### src/rtl/led_ctrl_pkg.sv
package led_ctrl_pkg;
  localparam int unsigned REG_W   = 8;
  localparam int unsigned NUM_PAT = 3;

  localparam logic [2:0] SEL_COUNT  = 3'd0;
  localparam logic [2:0] SEL_WALK   = 3'd1;
  localparam logic [2:0] SEL_STROBE = 3'd2;

  typedef struct packed {
    logic [2:0] spare;
    logic [2:0] sel;
    logic       pause;
    logic       en;
  } ctrl_t;

  localparam ctrl_t CTRL_RST = '{spare: 3'd0, sel: SEL_COUNT, pause: 1'b0, en: 1'b1};
endpackage

### src/rtl/led_regs.sv
module led_regs
  import led_ctrl_pkg::*;
#(
  parameter int unsigned ADDR_W = 16,
  parameter logic [ADDR_W-1:0] BASE_ADDR = 'h8240
) (
  input  logic              clk_i,
  input  logic              rst_ni,
  input  logic [ADDR_W-1:0] addr_i,
  input  logic              wr_i,
  input  logic              rd_i,
  input  logic [REG_W-1:0]  wdata_i,
  input  logic              run_i,
  output logic [REG_W-1:0]  rdata_o,
  output logic              ack_o,
  output ctrl_t             ctrl_o
);
  localparam logic [ADDR_W-1:0] STAT_ADDR = BASE_ADDR + ADDR_W'(1);

  ctrl_t             ctrl_q;
  logic [REG_W-1:0]  rd_mux;

  always_comb begin
    rd_mux = '0;
    if (addr_i == BASE_ADDR)      rd_mux = ctrl_q;
    else if (addr_i == STAT_ADDR) rd_mux = {run_i, 4'b0000, ctrl_q.sel};
  end

  always_ff @(posedge clk_i or negedge rst_ni) begin
    if (!rst_ni) begin
      ctrl_q  <= CTRL_RST;
      rdata_o <= '0;
      ack_o   <= 1'b0;
    end else begin
      if (wr_i && addr_i == BASE_ADDR) ctrl_q <= ctrl_t'(wdata_i);
      ack_o   <= wr_i | rd_i;
      rdata_o <= rd_i ? rd_mux : '0;
    end
  end

  assign ctrl_o = ctrl_q;
endmodule

### src/rtl/led_prescale.sv
module led_prescale #(
  parameter int unsigned DIV = 1000
) (
  input  logic clk_i,
  input  logic rst_ni,
  input  logic active_i,
  output logic tick_o
);
  localparam int unsigned CW = (DIV > 1) ? $clog2(DIV) : 1;
  localparam logic [CW-1:0] LAST = CW'(DIV - 1);

  logic [CW-1:0] cnt_q;

  assign tick_o = active_i && (cnt_q == LAST);

  always_ff @(posedge clk_i or negedge rst_ni) begin
    if (!rst_ni)       cnt_q <= '0;
    else if (tick_o)   cnt_q <= '0;
    else if (active_i) cnt_q <= cnt_q + CW'(1);
  end
endmodule

### src/rtl/led_patterns.sv
module led_patterns
  import led_ctrl_pkg::*;
#(
  parameter int unsigned NUM_LEDS = 8
) (
  input  logic                clk_i,
  input  logic                rst_ni,
  input  logic                active_i,
  input  logic                step_i,
  input  logic [2:0]          sel_i,
  output logic [NUM_LEDS-1:0] led_o
);
  logic [NUM_LEDS-1:0] pat [NUM_PAT];
  logic [NUM_LEDS-1:0] nxt;

  for (genvar g = 0; g < NUM_PAT; g++) begin : g_pat
    if (g == 0) begin : g_count
      logic [NUM_LEDS-1:0] cnt_q;
      always_ff @(posedge clk_i or negedge rst_ni) begin
        if (!rst_ni)     cnt_q <= '0;
        else if (step_i) cnt_q <= cnt_q + NUM_LEDS'(1);
      end
      assign pat[g] = cnt_q;
    end else if (g == 1) begin : g_walk
      logic [NUM_LEDS-1:0] walk_q;
      always_ff @(posedge clk_i or negedge rst_ni) begin
        if (!rst_ni)     walk_q <= NUM_LEDS'(1);
        else if (step_i) walk_q <= {walk_q[NUM_LEDS-2:0], walk_q[NUM_LEDS-1]};
      end
      assign pat[g] = walk_q;
    end else begin : g_strobe
      logic on_q;
      always_ff @(posedge clk_i or negedge rst_ni) begin
        if (!rst_ni)     on_q <= 1'b0;
        else if (step_i) on_q <= ~on_q;
      end
      assign pat[g] = {NUM_LEDS{on_q}};
    end
  end

  // reserved selectors fall through to dark
  always_comb begin
    nxt = '0;
    for (int k = 0; k < NUM_PAT; k++)
      if (sel_i == 3'(k)) nxt = pat[k];
  end

  always_ff @(posedge clk_i or negedge rst_ni) begin
    if (!rst_ni)       led_o <= '0;
    else if (active_i) led_o <= nxt;
  end
endmodule

### src/rtl/led_pattern_ctrl.sv
module led_pattern_ctrl
  import led_ctrl_pkg::*;
#(
  parameter int unsigned NUM_LEDS = 8,
  parameter int unsigned ADDR_W   = 16,
  parameter logic [ADDR_W-1:0] BASE_ADDR = 'h8240,
  parameter int unsigned PRESCALE = 1000
) (
  input  logic                clk_i,
  input  logic                rst_ni,
  input  logic                glbl_en_i,
  input  logic [ADDR_W-1:0]   bus_addr_i,
  input  logic                bus_wr_i,
  input  logic                bus_rd_i,
  input  logic [REG_W-1:0]    bus_wdata_i,
  output logic [REG_W-1:0]    bus_rdata_o,
  output logic                bus_ack_o,
  output logic [NUM_LEDS-1:0] led_o
);
  ctrl_t ctrl_q;
  logic  active;
  logic  tick;

  assign active = glbl_en_i & ctrl_q.en & ~ctrl_q.pause;

  led_regs #(.ADDR_W(ADDR_W), .BASE_ADDR(BASE_ADDR)) u_regs (
    .clk_i   (clk_i),
    .rst_ni  (rst_ni),
    .addr_i  (bus_addr_i),
    .wr_i    (bus_wr_i),
    .rd_i    (bus_rd_i),
    .wdata_i (bus_wdata_i),
    .run_i   (active),
    .rdata_o (bus_rdata_o),
    .ack_o   (bus_ack_o),
    .ctrl_o  (ctrl_q)
  );

  led_prescale #(.DIV(PRESCALE)) u_presc (
    .clk_i    (clk_i),
    .rst_ni   (rst_ni),
    .active_i (active),
    .tick_o   (tick)
  );

  led_patterns #(.NUM_LEDS(NUM_LEDS)) u_pat (
    .clk_i    (clk_i),
    .rst_ni   (rst_ni),
    .active_i (active),
    .step_i   (tick),
    .sel_i    (ctrl_q.sel),
    .led_o    (led_o)
  );
endmodule

### config.mk
export PLATFORM = sky130hd
export DESIGN_NAME = led_pattern_ctrl
export DESIGN_NICKNAME = d
export VERILOG_FILES = /design/src/rtl/led_ctrl_pkg.sv /design/src/rtl/led_regs.sv /design/src/rtl/led_prescale.sv /design/src/rtl/led_patterns.sv /design/src/rtl/led_pattern_ctrl.sv
export SDC_FILE = /design/constraint.sdc
export NUM_CORES = 1
export LEC_CHECK = 0
export BUFFER_PORTS_ARGS = -buffer_cell sky130_fd_sc_hd__buf_2
export CAP_MARGIN = 20
export CORE_MARGIN = 3
export CORE_UTILIZATION = 30
export DETAILED_ROUTE_END_ITERATION = 10
export SYNTH_ARGS = -nofsm -noshare
export SYNTH_HDL_FRONTEND = slang
export SYNTH_HIERARCHICAL = 1
export SYNTH_SLANG_ARGS = --single-unit
### constraint.sdc
create_clock -name clk_i -period 4 [get_ports clk_i]
set_clock_uncertainty 0.15 [all_clocks]
set_input_delay 0.4 -clock clk_i [delete_from_list [all_inputs] [get_ports clk_i]]
set_output_delay 0.4 -clock clk_i [all_outputs]
set_load 0.03 [all_outputs]
==> results.sh, run 1 <==
export IMPL_run_status="complete, no violations"
export IMPL_setup_slack_ps=1262
export IMPL_cts_root_buffer="clkbuf_8"
export IMPL_p_comb_frac=0.037
export IMPL_relSlewSlack=0.4138
export IMPL_synth_xor_area_frac=0.04196
export IMPL_num_vias=1502
export IMPL_ir_drop_mv=0.1295
export IMPL_clk_transition_reported_paths_ps=100
export IMPL_critPathCaptureType="flop"
export IMPL_yosysMostFrequentCell="dfrtp_1"
export IMPL_p_clk_frac=0.355
export IMPL_totalPowerFinal_mw=0.8664
export IMPL_syn_num_nets=209
export IMPL_fmax_mhz=365.3
export IMPL_drt_first_pass_iters=4
export IMPL_hold_path_class="in -> reg"
export IMPL_grt_max_degree=33
export IMPL_synth_seq_cells=52
export IMPL_register_area_um2=1304
export IMPL_yosys_most_used_dff="dfrtp_1"
export IMPL_drt_total_wl_um=4569
export IMPL_grt_usage=0.1101
export IMPL_criticalPathCategory="reg -> reg"
export IMPL_wl_per_cell_um=13.93
export IMPL_synth_top_family_by_area="simple AND/OR/NAND/NOR gates"
export IMPL_p_leak_nw=1.341
export IMPL_synth_area_mux_share=0.1183
export IMPL_synth_cell_types=43
export IMPL_power_switching_mw=0.1983
export IMPL_dieArea_um2=8739
export IMPL_area_delta_synth_final_pct=18.96
export IMPL_synth_area_per_cell_um2=12.90
export IMPL_drc=0
export IMPL_dp_hpwl_um=3318
export IMPL_post_route_period_util=0.6844
export IMPL_maxCapViolations=0
export IMPL_ys_warn_count=6
export IMPL_hold_path_depth=2
export IMPL_nFillCells=733
export IMPL_rows=31
export IMPL_cpPeakStageDelay_ps=780
export IMPL_synth_adder_area_share=0.01090
export IMPL_dpl_instance_area_um2=2626
export IMPL_htree_levels=2
export IMPL_rsz0062_at_grt="no"
export IMPL_r2r_cells=7
export IMPL_p_int_mw=0.6681
export IMPL_ios=46
export IMPL_synth_async_sr_flop_share=1.000
export IMPL_cp_arrival_ps=2820
export IMPL_vias_per_cell=4.579
export IMPL_dr_first_iter_drc_count=49
export IMPL_cp_top_family="simple AND/OR/NAND/NOR gates"
export IMPL_die_h_um=93.48
export IMPL_synth_seq_area_share=0.5678
export IMPL_worstPathCellList="and3b_1, buf_4, and3_1, and4_1, nand4_1, nor2_1, xor2_1"
export IMPL_yosys_area_share_simple=0.1537
export IMPL_multi_input_area_um2=954.7
export IMPL_synth_top_area_share=0.5450
export IMPL_switching_share=0.2289
export IMPL_power_density_nw_per_um2=317.2
export IMPL_power_frac_seq=0.608
export IMPL_path_buf_inv=1
export IMPL_clockBufferDepth=2
export IMPL_antenna_found_initial=0
export IMPL_ctsResizeCount=0
export IMPL_ys_top_cells_by_count="dfrtp_1, mux2_2, nor2_1"
export IMPL_critical_path_cell_count=7
export IMPL_layout_drive_gt1_share=0.3624
export IMPL_startpoint_type="flop"
export IMPL_grt_pass1_wl_um=7493
export IMPL_cp_slowest_cell="and4_1"
export IMPL_setup_tns_ps=0
export IMPL_place_ws_ps=1245
export IMPL_worstMarginPinSlew_ps=879.3
export IMPL_synth_area_leaders="dfrtp_1, mux2_2, o22a_1"
export IMPL_nNetsFinal=259
export IMPL_worstSkewPairLatency_ps=310
export IMPL_gp_congestion=0.7857
export IMPL_cts_sinks=52
export IMPL_core_um2=7331
export IMPL_finalSetupViolCount=0
export IMPL_syn_area_um2=2296
export IMPL_synth_compound_area_frac=0.09101
export IMPL_synth_largest_area_cell="dfrtp_1"
export IMPL_critPathMaxFanout=21
export IMPL_grt_pass1_vias=1486
export IMPL_cts_buffers=5
export IMPL_port_buffers=45
export IMPL_cp_required_ps=4080
export IMPL_finalMaxSlewViolations=0
export IMPL_setup_worst_path_start="u_regs/ctrl_o[0]"
export IMPL_grt_remaining_overflow=0
export IMPL_design_area_um2=2731
export IMPL_r2r_start="u_regs/ctrl_o[0]"
export IMPL_synth_edf_count=0
export IMPL_cts_tree="done"
export IMPL_initial_core_util=0.3132
export IMPL_antenna_left=0
export IMPL_synthCells=178
export IMPL_die_x_um=93.48
export IMPL_hold_start="bus_wr_i"
export IMPL_antenna_cells=0
export IMPL_period_needed_ps=2738
export IMPL_finalHoldViolations=0
placed cells by master, fill, tap and decap left out, types with 2 or more instances in the layout:
master,netlist,routed
a22o_1,4,4
nand4_2,2,2
and4_1,2,2
mux2_2,17,17
nand2_1,12,12
and2_1,4,4
xnor2_1,5,5
buf_4,1,2
dfstp_2,2,2
dfrtp_1,50,50
ha_1,2,2
clkbuf_8,0,5
xor2_1,6,6
o31ai_1,2,2
mux2i_1,8,8
nor2_1,15,15
a21oi_1,3,3
or4_1,2,2
buf_2,2,45
nand4_1,5,5
clkinv_4,0,2
o22a_1,10,10
o21ai_0,2,2
cells by family after synthesis:
group | after synthesis
AOI/OAI and AO/OA | 25
xor gates and xnor gates | 11
adders and majority gates | 2
buffers and inverters | 6
DFF | 52
muxes | 25
and+or+nand+nor | 57
state kept, by name (all words and copies together), names as in the netlist:
| register | flops |
|---|---|
| u_presc/cnt_q | 10 |
| u_pat/g_pat.g_count.cnt_q | 8 |
| u_pat/g_pat.g_walk.walk_q | 8 |
| u_pat/led_o | 8 |
| u_regs/ctrl_o | 8 |
| u_regs/rdata_o | 8 |
| u_pat/g_pat.g_strobe.on_q | 1 |
| u_regs/ack_o | 1 |
repair_timing:
| item | CTS | global route |
|---|---|---|
| endpoints found under the setup margin | 0 | 0 |
| hold buffers | 1 | 0 |
| setup buffers | 0 | 0 |
| endpoints found under the hold margin | 20 | 0 |
cell type report:
| type | instances | area share |
|---|---|---|
| Clock buffer | 5 | 0.02519 |
| Tap cell | 99 | 0.04535 |
| Clock inverter | 3 | 0.009620 |
| Timing Repair Buffer | 48 | 0.09162 |
| Multi-Input combinational cell | 120 | 0.3495 |
| Sequential cell | 52 | 0.4773 |
| Inverter | 1 | 0.001374 |
routing by layer:
layer  global-route usage  share of wire  vias to the layer above
li1                     -              -                      746
met1               0.1476           0.48                      727
met3              0.02735          0.035                        4
met4              0.04029          0.011                        0
met5                    0              0                        -
met2               0.1721           0.48                       25
per-stage QoR:
stage,utilization,hold WS [ps],instances
floorplan,-,-45.59,178
global placement,0.3583,226.0,319
detailed placement,0.3583,229.8,319
CTS,0.3726,133.5,328
global route,0.3726,130.5,328
finish,0.3726,144.8,328
worst paths after layout:
| check | slack, ps | to |
|---|---|---|
| setup / recovery | 1260 | u_pat/g_pat[0].g_count.cnt_q[5] |
| hold / removal | 140 | u_regs/ack_o |
| setup reg to reg | 1260 | u_pat/g_pat[0].g_count.cnt_q[5] |
| hold reg to reg | 330 | u_pat/g_pat[0].g_count.cnt_q[7] |
| max in group asynchronous | 2470 | u_regs/ctrl_o[0] |
| min in group asynchronous | 420 | u_pat/led_o[6] |
power groups by stage:
stage               clock, mW  sequential [mW]  combinational, mW
finish                  0.307            0.527             0.0321
global route            0.339            0.527             0.0365
CTS                     0.321            0.527             0.0334
detailed placement          0            0.537             0.0326
global placement            0            0.537             0.0323
floorplan                   0            0.539            0.00361
Note: power is estimated with default switching activity, not from simulation.
==> run 2, diff against run 1 <==
--- a/config.mk
+++ b/config.mk
@@ -5,6 +5,7 @@
 export SDC_FILE = /design/constraint.sdc
 export NUM_CORES = 1
 export LEC_CHECK = 0
+export ABC_AREA = 1
 export BUFFER_PORTS_ARGS = -buffer_cell sky130_fd_sc_hd__buf_2
 export CAP_MARGIN = 20
 export CORE_MARGIN = 3
==> constraint.sdc (replaced) <==
create_clock -name clk_i -period 2.3 [get_ports clk_i]
set_clock_uncertainty 0.15 [all_clocks]
set_input_delay 0.23 -clock clk_i [delete_from_list [all_inputs] [get_ports clk_i]]
set_output_delay 0.23 -clock clk_i [all_outputs]
set_load 0.03 [all_outputs]
==> run 2 against run 1 <==
Net effect:
- critical path depth up 1
- hold slack got worse by 120 ps
- cell area up 11%
- die area increased by 13%
- sequential share of layout area fell by 4.6 points
- critical path type unchanged
- critical endpoint is now u_pat/g_pat[0].g_count.cnt_q[1]
- largest power group unchanged
==> results.sh, run 2 <==
export IMPL_period_needed_ps=2053
export IMPL_dr_first_iter_drc_count=90
export IMPL_worstMarginPinSlew_ps=660.4
export IMPL_die_h_um=99.32
export IMPL_fmax_mhz=487.0
export IMPL_hold_ws_ps=20.22
export IMPL_die_x_um=99.32
export IMPL_post_route_period_util=0.8928
export IMPL_drt_total_wl_um=5141
export IMPL_r2r_start="u_regs/ctrl_o[0]"
export IMPL_grt_pass1_vias=1978
export IMPL_p_leak_nw=1.610
export IMPL_antenna_left=0
export IMPL_antenna_cells=0
export IMPL_hold_path_class="in -> reg"
export IMPL_synth_seq_cells=52
export IMPL_clk_transition_reported_paths_ps=90
export IMPL_dieArea_um2=9864
export IMPL_drc=0
export IMPL_power_frac_seq=0.600
export IMPL_cts_buffers=5
export IMPL_critPathCaptureType="flop"
export IMPL_setup_tns_ps=0
export IMPL_ir_drop_mv=0.1842
export IMPL_largest_reg_flops=10
export IMPL_dp_hpwl_um=3754
export IMPL_syn_area_um2=2613
export IMPL_synthCells=297
export IMPL_p_int_mw=1.187
export IMPL_synth_async_sr_flop_share=1.000
export IMPL_setup_slack_ps=246.5
export IMPL_cts_sinks=52
export IMPL_synth_seq_area_share=0.4990
export IMPL_grt_pass1_wl_um=9073
export IMPL_core_um2=8341
export IMPL_grt_usage=0.1116
export IMPL_critPathMaxFanout=19
export IMPL_gp_congestion=0.7991
export IMPL_grt_max_degree=53
export IMPL_setup_worst_path_start="u_regs/ctrl_o[0]"
export IMPL_port_buffers=45
export IMPL_ys_warn_count=6
export IMPL_final_cell_mix="nand2_1, dfrtp_1, nor2_1"
export IMPL_synth_largest_area_cell="dfrtp_1"
export IMPL_yosys_most_used_dff="dfrtp_1"
export IMPL_power_density_nw_per_um2=504.7
export IMPL_nFillCells=889
export IMPL_synth_area_leaders="dfrtp_1, nand2_1, nor2_1"
export IMPL_ctsResizeCount=0
export IMPL_rsz0062_at_grt="no"
export IMPL_htree_levels=2
export IMPL_largest_register="u_presc/cnt_q"
export IMPL_synth_area_per_cell_um2=8.796
export IMPL_run_status="complete, no violations"
export IMPL_p_clk_frac=0.355
export IMPL_cp_required_ps=2340
export IMPL_rows=33
export IMPL_synth_top_area_share=0.4789
export IMPL_place_ws_ps=279.1
export IMPL_switching_share=0.2225
export IMPL_nNetsFinal=376
export IMPL_finalMaxSlewViolations=0
export IMPL_num_vias=2053
export IMPL_worstSkewPairLatency_ps=300
export IMPL_totalPowerFinal_mw=1.526
export IMPL_design_area_um2=3024
export IMPL_relSlewSlack=0.5597
export IMPL_grt_remaining_overflow=0
export IMPL_clockBufferDepth=2
export IMPL_synth_edf_count=0
export IMPL_multi_input_area_um2=1119
export IMPL_wl_per_cell_um=11.40
export IMPL_area_delta_synth_final_pct=15.76
export IMPL_register_area_um2=1304
export IMPL_synth_cell_types=31
export IMPL_antenna_found_initial=0
export IMPL_syn_num_nets=328
export IMPL_ios=46
export IMPL_p_comb_frac=0.045
export IMPL_cts_root_buffer="clkbuf_8"
export IMPL_hold_start="bus_wdata_i[1]"
export IMPL_criticalPathCategory="reg -> reg"
export IMPL_dpl_instance_area_um2=2910
export IMPL_post_cts_buffers=0
export IMPL_yosysMostFrequentCell="nand2_1"
export IMPL_drt_first_pass_iters=4
export IMPL_maxCapViolations=0
export IMPL_finalHoldViolations=0
export IMPL_cts_tree="done"
export IMPL_power_switching_mw=0.3396
export IMPL_finalSetupViolCount=0
export IMPL_cp_arrival_ps=2100
export IMPL_initial_core_util=0.3132
export IMPL_vias_per_cell=4.552
export IMPL_final_common_cell="nand2_1"
export IMPL_ys_top_cells_by_count="nand2_1, dfrtp_1, nor2_1"
export IMPL_startpoint_type="flop"
export IMPL_layout_drive_gt1_share=0.2543
run 2: changes by cell type after synthesis, moves of 6 or more:
cell,delta
nand3_1,+16
o22a_1,-10
nor2_1,+34
inv_1,+24
nand2_1,+49
nand4_1,+15
mux2i_1,-8
nand3b_1,+6
nor2_2,+9
mux2_2,-17
run 2: kinds of logic (layout without fill, tap and decap cells):
kind of cell	after synthesis	in the layout	share of synthesized area
multiplexers	1	1	0.004310
AND/OR/NAND/NOR	182	182	0.3606
flip-flops	52	52	0.4990
XOR/XNOR	8	8	0.02682
adder cells (fa/ha/maj)	2	2	0.009577
AO/OA/AOI/OAI	14	14	0.02682
buffers and inverters	38	87	0.07280
run 2: metal layers:
layer,vias up,global-route usage,wire length [µm]
li1,1051,-,-
met1,954,0.1593,2514
met2,42,0.1705,2330
met3,6,0.02174,222
met4,0,0.03676,73
met5,-,0,0
run 2: area by class of cell:
cell class,instances,share of cell area
repair buffers,50,0.08854
multi-input cells,207,0.3699
well taps,105,0.04344
clock inverters,1,0.002482
flip-flops and latches,52,0.4311
clock buffers,7,0.02855
inverters,29,0.03599
run 2: repair_timing:
action                     in CTS  in global routing
setup endpoints to repair       0                  0
hold buffers                    2                  0
hold endpoints to repair       51                  0
run 2: power by group through the flow:
stage          clock (mW)  combinational (mW)  sequential, mW
2_1_floorplan           0              0.0185           0.937
3_3_place_gp            0              0.0669           0.934
3_5_place_dp            0              0.0683           0.934
6_report            0.542              0.0686           0.916
5_1_grt             0.601              0.0779           0.917
4_1_cts             0.563              0.0710           0.916
run 2: path summary, 6_finish.rpt:
path / endpoint / slack [ps] / cells past startpoint
max reg2reg: u_pat/g_pat[0].g_count.cnt_q[1] / 250 / 8
min reg2reg: u_regs/ctrl_o[6] / 330 / 2
min: u_regs/ctrl_o[1] / 20 / 3
max: u_pat/g_pat[0].g_count.cnt_q[1] / 250 / 8
max in group asynchronous: u_regs/rdata_o[3] / 1140 / 3
min in group asynchronous: u_pat/led_o[6] / 420 / 3
run 2: worst max-delay path, stage by stage (launching register included):
cell and delay (ps):
dfstp_2 550, nand2_1 60, nor2_2 100, nand2_1 60, nor2_1 120, nand3_2 180
inv_2 140, buf_4 240, mux2_1 340
run 2: through the flow:
step	util	std cells
6_report	0.3626	451
5_1_grt	0.3626	451
4_1_cts	0.3626	451
3_5_place_dp	0.3489	441
3_3_place_gp	0.3489	441
2_1_floorplan	-	297
==> run 3, diff against run 2 <==
--- a/config.mk
+++ b/config.mk
@@ -8,7 +8,7 @@
 export ABC_AREA = 1
 export BUFFER_PORTS_ARGS = -buffer_cell sky130_fd_sc_hd__buf_2
 export CAP_MARGIN = 20
-export CORE_MARGIN = 3
+export CORE_MARGIN = 4
 export CORE_UTILIZATION = 30
 export DETAILED_ROUTE_END_ITERATION = 10
 export SYNTH_ARGS = -nofsm -noshare
==> run 3 against run 2 <==
Net effect:
- sequential power hardly changed
- power is 6.0% higher
- clock power is 17% higher
- hold slack worse by 10 ps
- combinational power is 2% lower
- wire length is 2.3% lower
- critical path type unchanged
- critical endpoint is now u_pat/g_pat[0].g_count.cnt_q[6]
==> results.sh, run 3 (synthesized netlist as in run 2, its figures left out) <==
export IMPL_layout_drive_gt1_share=0.2580
export IMPL_htree_levels=2
export IMPL_port_buffers=45
export IMPL_drt_total_wl_um=5024
export IMPL_largest_reg_flops=10
export IMPL_power_density_nw_per_um2=533.0
export IMPL_hold_path_class="in -> reg"
export IMPL_cts_sinks=52
export IMPL_p_leak_nw=1.616
export IMPL_startpoint_type="flop"
export IMPL_ir_drop_mv=0.2634
export IMPL_cts_buffers=5
export IMPL_clockBufferDepth=2
export IMPL_die_x_um=101.3
export IMPL_r2r_end="u_pat/g_pat[0].g_count.cnt_q[6]"
export IMPL_antenna_found_initial=0
export IMPL_switching_share=0.2159
export IMPL_grt_max_degree=53
export IMPL_grt_pass1_vias=2004
export IMPL_nNetsFinal=375
export IMPL_p_clk_frac=0.392
export IMPL_gp_congestion=0.7466
export IMPL_min_to="u_regs/ctrl_o[0]"
export IMPL_relSlewSlack=0.5732
export IMPL_ios=46
export IMPL_cts_root_buffer="clkbuf_8"
export IMPL_antenna_cells=0
export IMPL_vias_per_cell=4.520
export IMPL_largest_register="u_presc/cnt_q"
export IMPL_maxCapViolations=0
export IMPL_run_status="complete, no violations"
export IMPL_dp_hpwl_um=3775
export IMPL_fmax_mhz=521.4
export IMPL_grt_pass1_wl_um=8894
export IMPL_grt_usage=0.1054
export IMPL_final_core_util=0.3639
export IMPL_dieArea_um2=10270
export IMPL_initial_core_util=0.3132
export IMPL_num_vias=2034
export IMPL_post_route_period_util=0.8339
export IMPL_area_delta_synth_final_pct=16.19
export IMPL_hold_path_depth=3
export IMPL_cp_arrival_ps=1970
export IMPL_critPathMaxFanout=7
export IMPL_power_frac_seq=0.566
export IMPL_power_switching_mw=0.3493
export IMPL_worstMarginPinSlew_ps=640.2
export IMPL_rrSetupSlack_ps=380
export IMPL_worstSkewPairLatency_ps=300
export IMPL_wl_per_cell_um=11.16
export IMPL_rows=33
export IMPL_p_comb_frac=0.041
export IMPL_dr_first_iter_drc_count=113
export IMPL_finalMaxSlewViolations=0
export IMPL_setup_tns_ps=0
export IMPL_hold_start="bus_wdata_i[0]"
export IMPL_rsz0062_at_grt="no"
export IMPL_ctsResizeCount=0
export IMPL_finalSetupViolCount=0
export IMPL_final_common_cell="nand2_1"
export IMPL_r2r_start="u_regs/ctrl_o[0]"
export IMPL_totalPowerFinal_mw=1.618
export IMPL_clk_transition_reported_paths_ps=100
export IMPL_die_h_um=101.3
export IMPL_cp_required_ps=2350
export IMPL_finalHoldViolations=0
export IMPL_r2r_cells=10
export IMPL_drc=0
export IMPL_critPathCaptureType="flop"
export IMPL_core_um2=8341
export IMPL_antenna_left=0
export IMPL_p_int_mw=1.268
export IMPL_drt_first_pass_iters=4
export IMPL_cts_tree="done"
export IMPL_grt_remaining_overflow=0
export IMPL_period_needed_ps=1918
export IMPL_final_cell_mix="nand2_1, dfrtp_1, nor2_1"
export IMPL_criticalPathCategory="reg -> reg"
run 3: cell types whose count changed in the layout (fill, tap and decap cells not counted):
cell and delta:
bufinv_16 +1, dlygate4sd3_1 -1, clkbuf_1 -1, clkbuf_8 -1, inv_6 +1
run 3: worst max path at each step:
stage                           from                               to  cells past startpoint
detailed placement  u_regs/ctrl_o[0]  u_pat/g_pat[0].g_count.cnt_q[6]                     10
floorplan           u_regs/ctrl_o[0]  u_pat/g_pat[0].g_count.cnt_q[1]                      8
finish              u_regs/ctrl_o[0]  u_pat/g_pat[0].g_count.cnt_q[6]                     10
global route        u_regs/ctrl_o[0]  u_pat/g_pat[0].g_count.cnt_q[6]                     10
CTS                 u_regs/ctrl_o[0]  u_pat/g_pat[0].g_count.cnt_q[7]                     11
global placement    u_regs/ctrl_o[0]  u_pat/g_pat[0].g_count.cnt_q[4]                     11
run 3: what timing repair did:
action / in CTS / in global routing
hold endpoints to repair: 50 / 0
buffers inserted: 0 / 0
hold buffers: 1 / 0
run 3: critical path, cell delays in order, from the launching register on:
cell     delay [ps]
dfstp_2         550
nand2_1          60
nor2_2          100
nand2_1          60
nor2_1          120
nand3_2         180
inv_2           120
nand2_1          90
nor2_1          130
nand3_1         100
xor2_1          150
run 3: final cells by class:
class                           instances  area [µm²]
Clock buffer                            5       68.82
Clock inverter                          3       46.29
Fill cell                             883        5305
Inverter                               29       108.9
Multi-Input combinational cell        207        1119
Sequential cell                        52        1304
Tap cell                              105       131.4
Timing Repair Buffer                   49       257.7
run 3: power groups by stage:
| stage | clock network [mW] | registers [mW] | logic [mW] |
|---|---|---|---|
| after floorplan | 0 | 0.937 | 0.0185 |
| after global placement | 0 | 0.934 | 0.0664 |
| after detailed placement | 0 | 0.934 | 0.0681 |
| after CTS | 0.658 | 0.916 | 0.0694 |
| after global routing | 0.692 | 0.917 | 0.0768 |
| final | 0.635 | 0.916 | 0.0669 |
run 3: routing by layer:
layer,share of wire,GRT usage,wire length (µm),vias up
li1,-,-,-,1047
met1,0.49,0.1404,2481,941
met2,0.44,0.1680,2212,42
met3,0.052,0.02548,260,4
met4,0.014,0.03579,70,0
met5,0,0,0,-
run 3: through the flow:
stage               hold slack, ps  instance area, µm²  setup slack, ps  cells
global route                 3.107                3035            228.1    450
global placement             238.8                2910            426.9    441
finish                       10.10                3035            382.0    450
floorplan                   -215.6                2613            271.6    297
CTS                          2.175                3035            387.3    450
detailed placement           239.3                2910            397.0    441
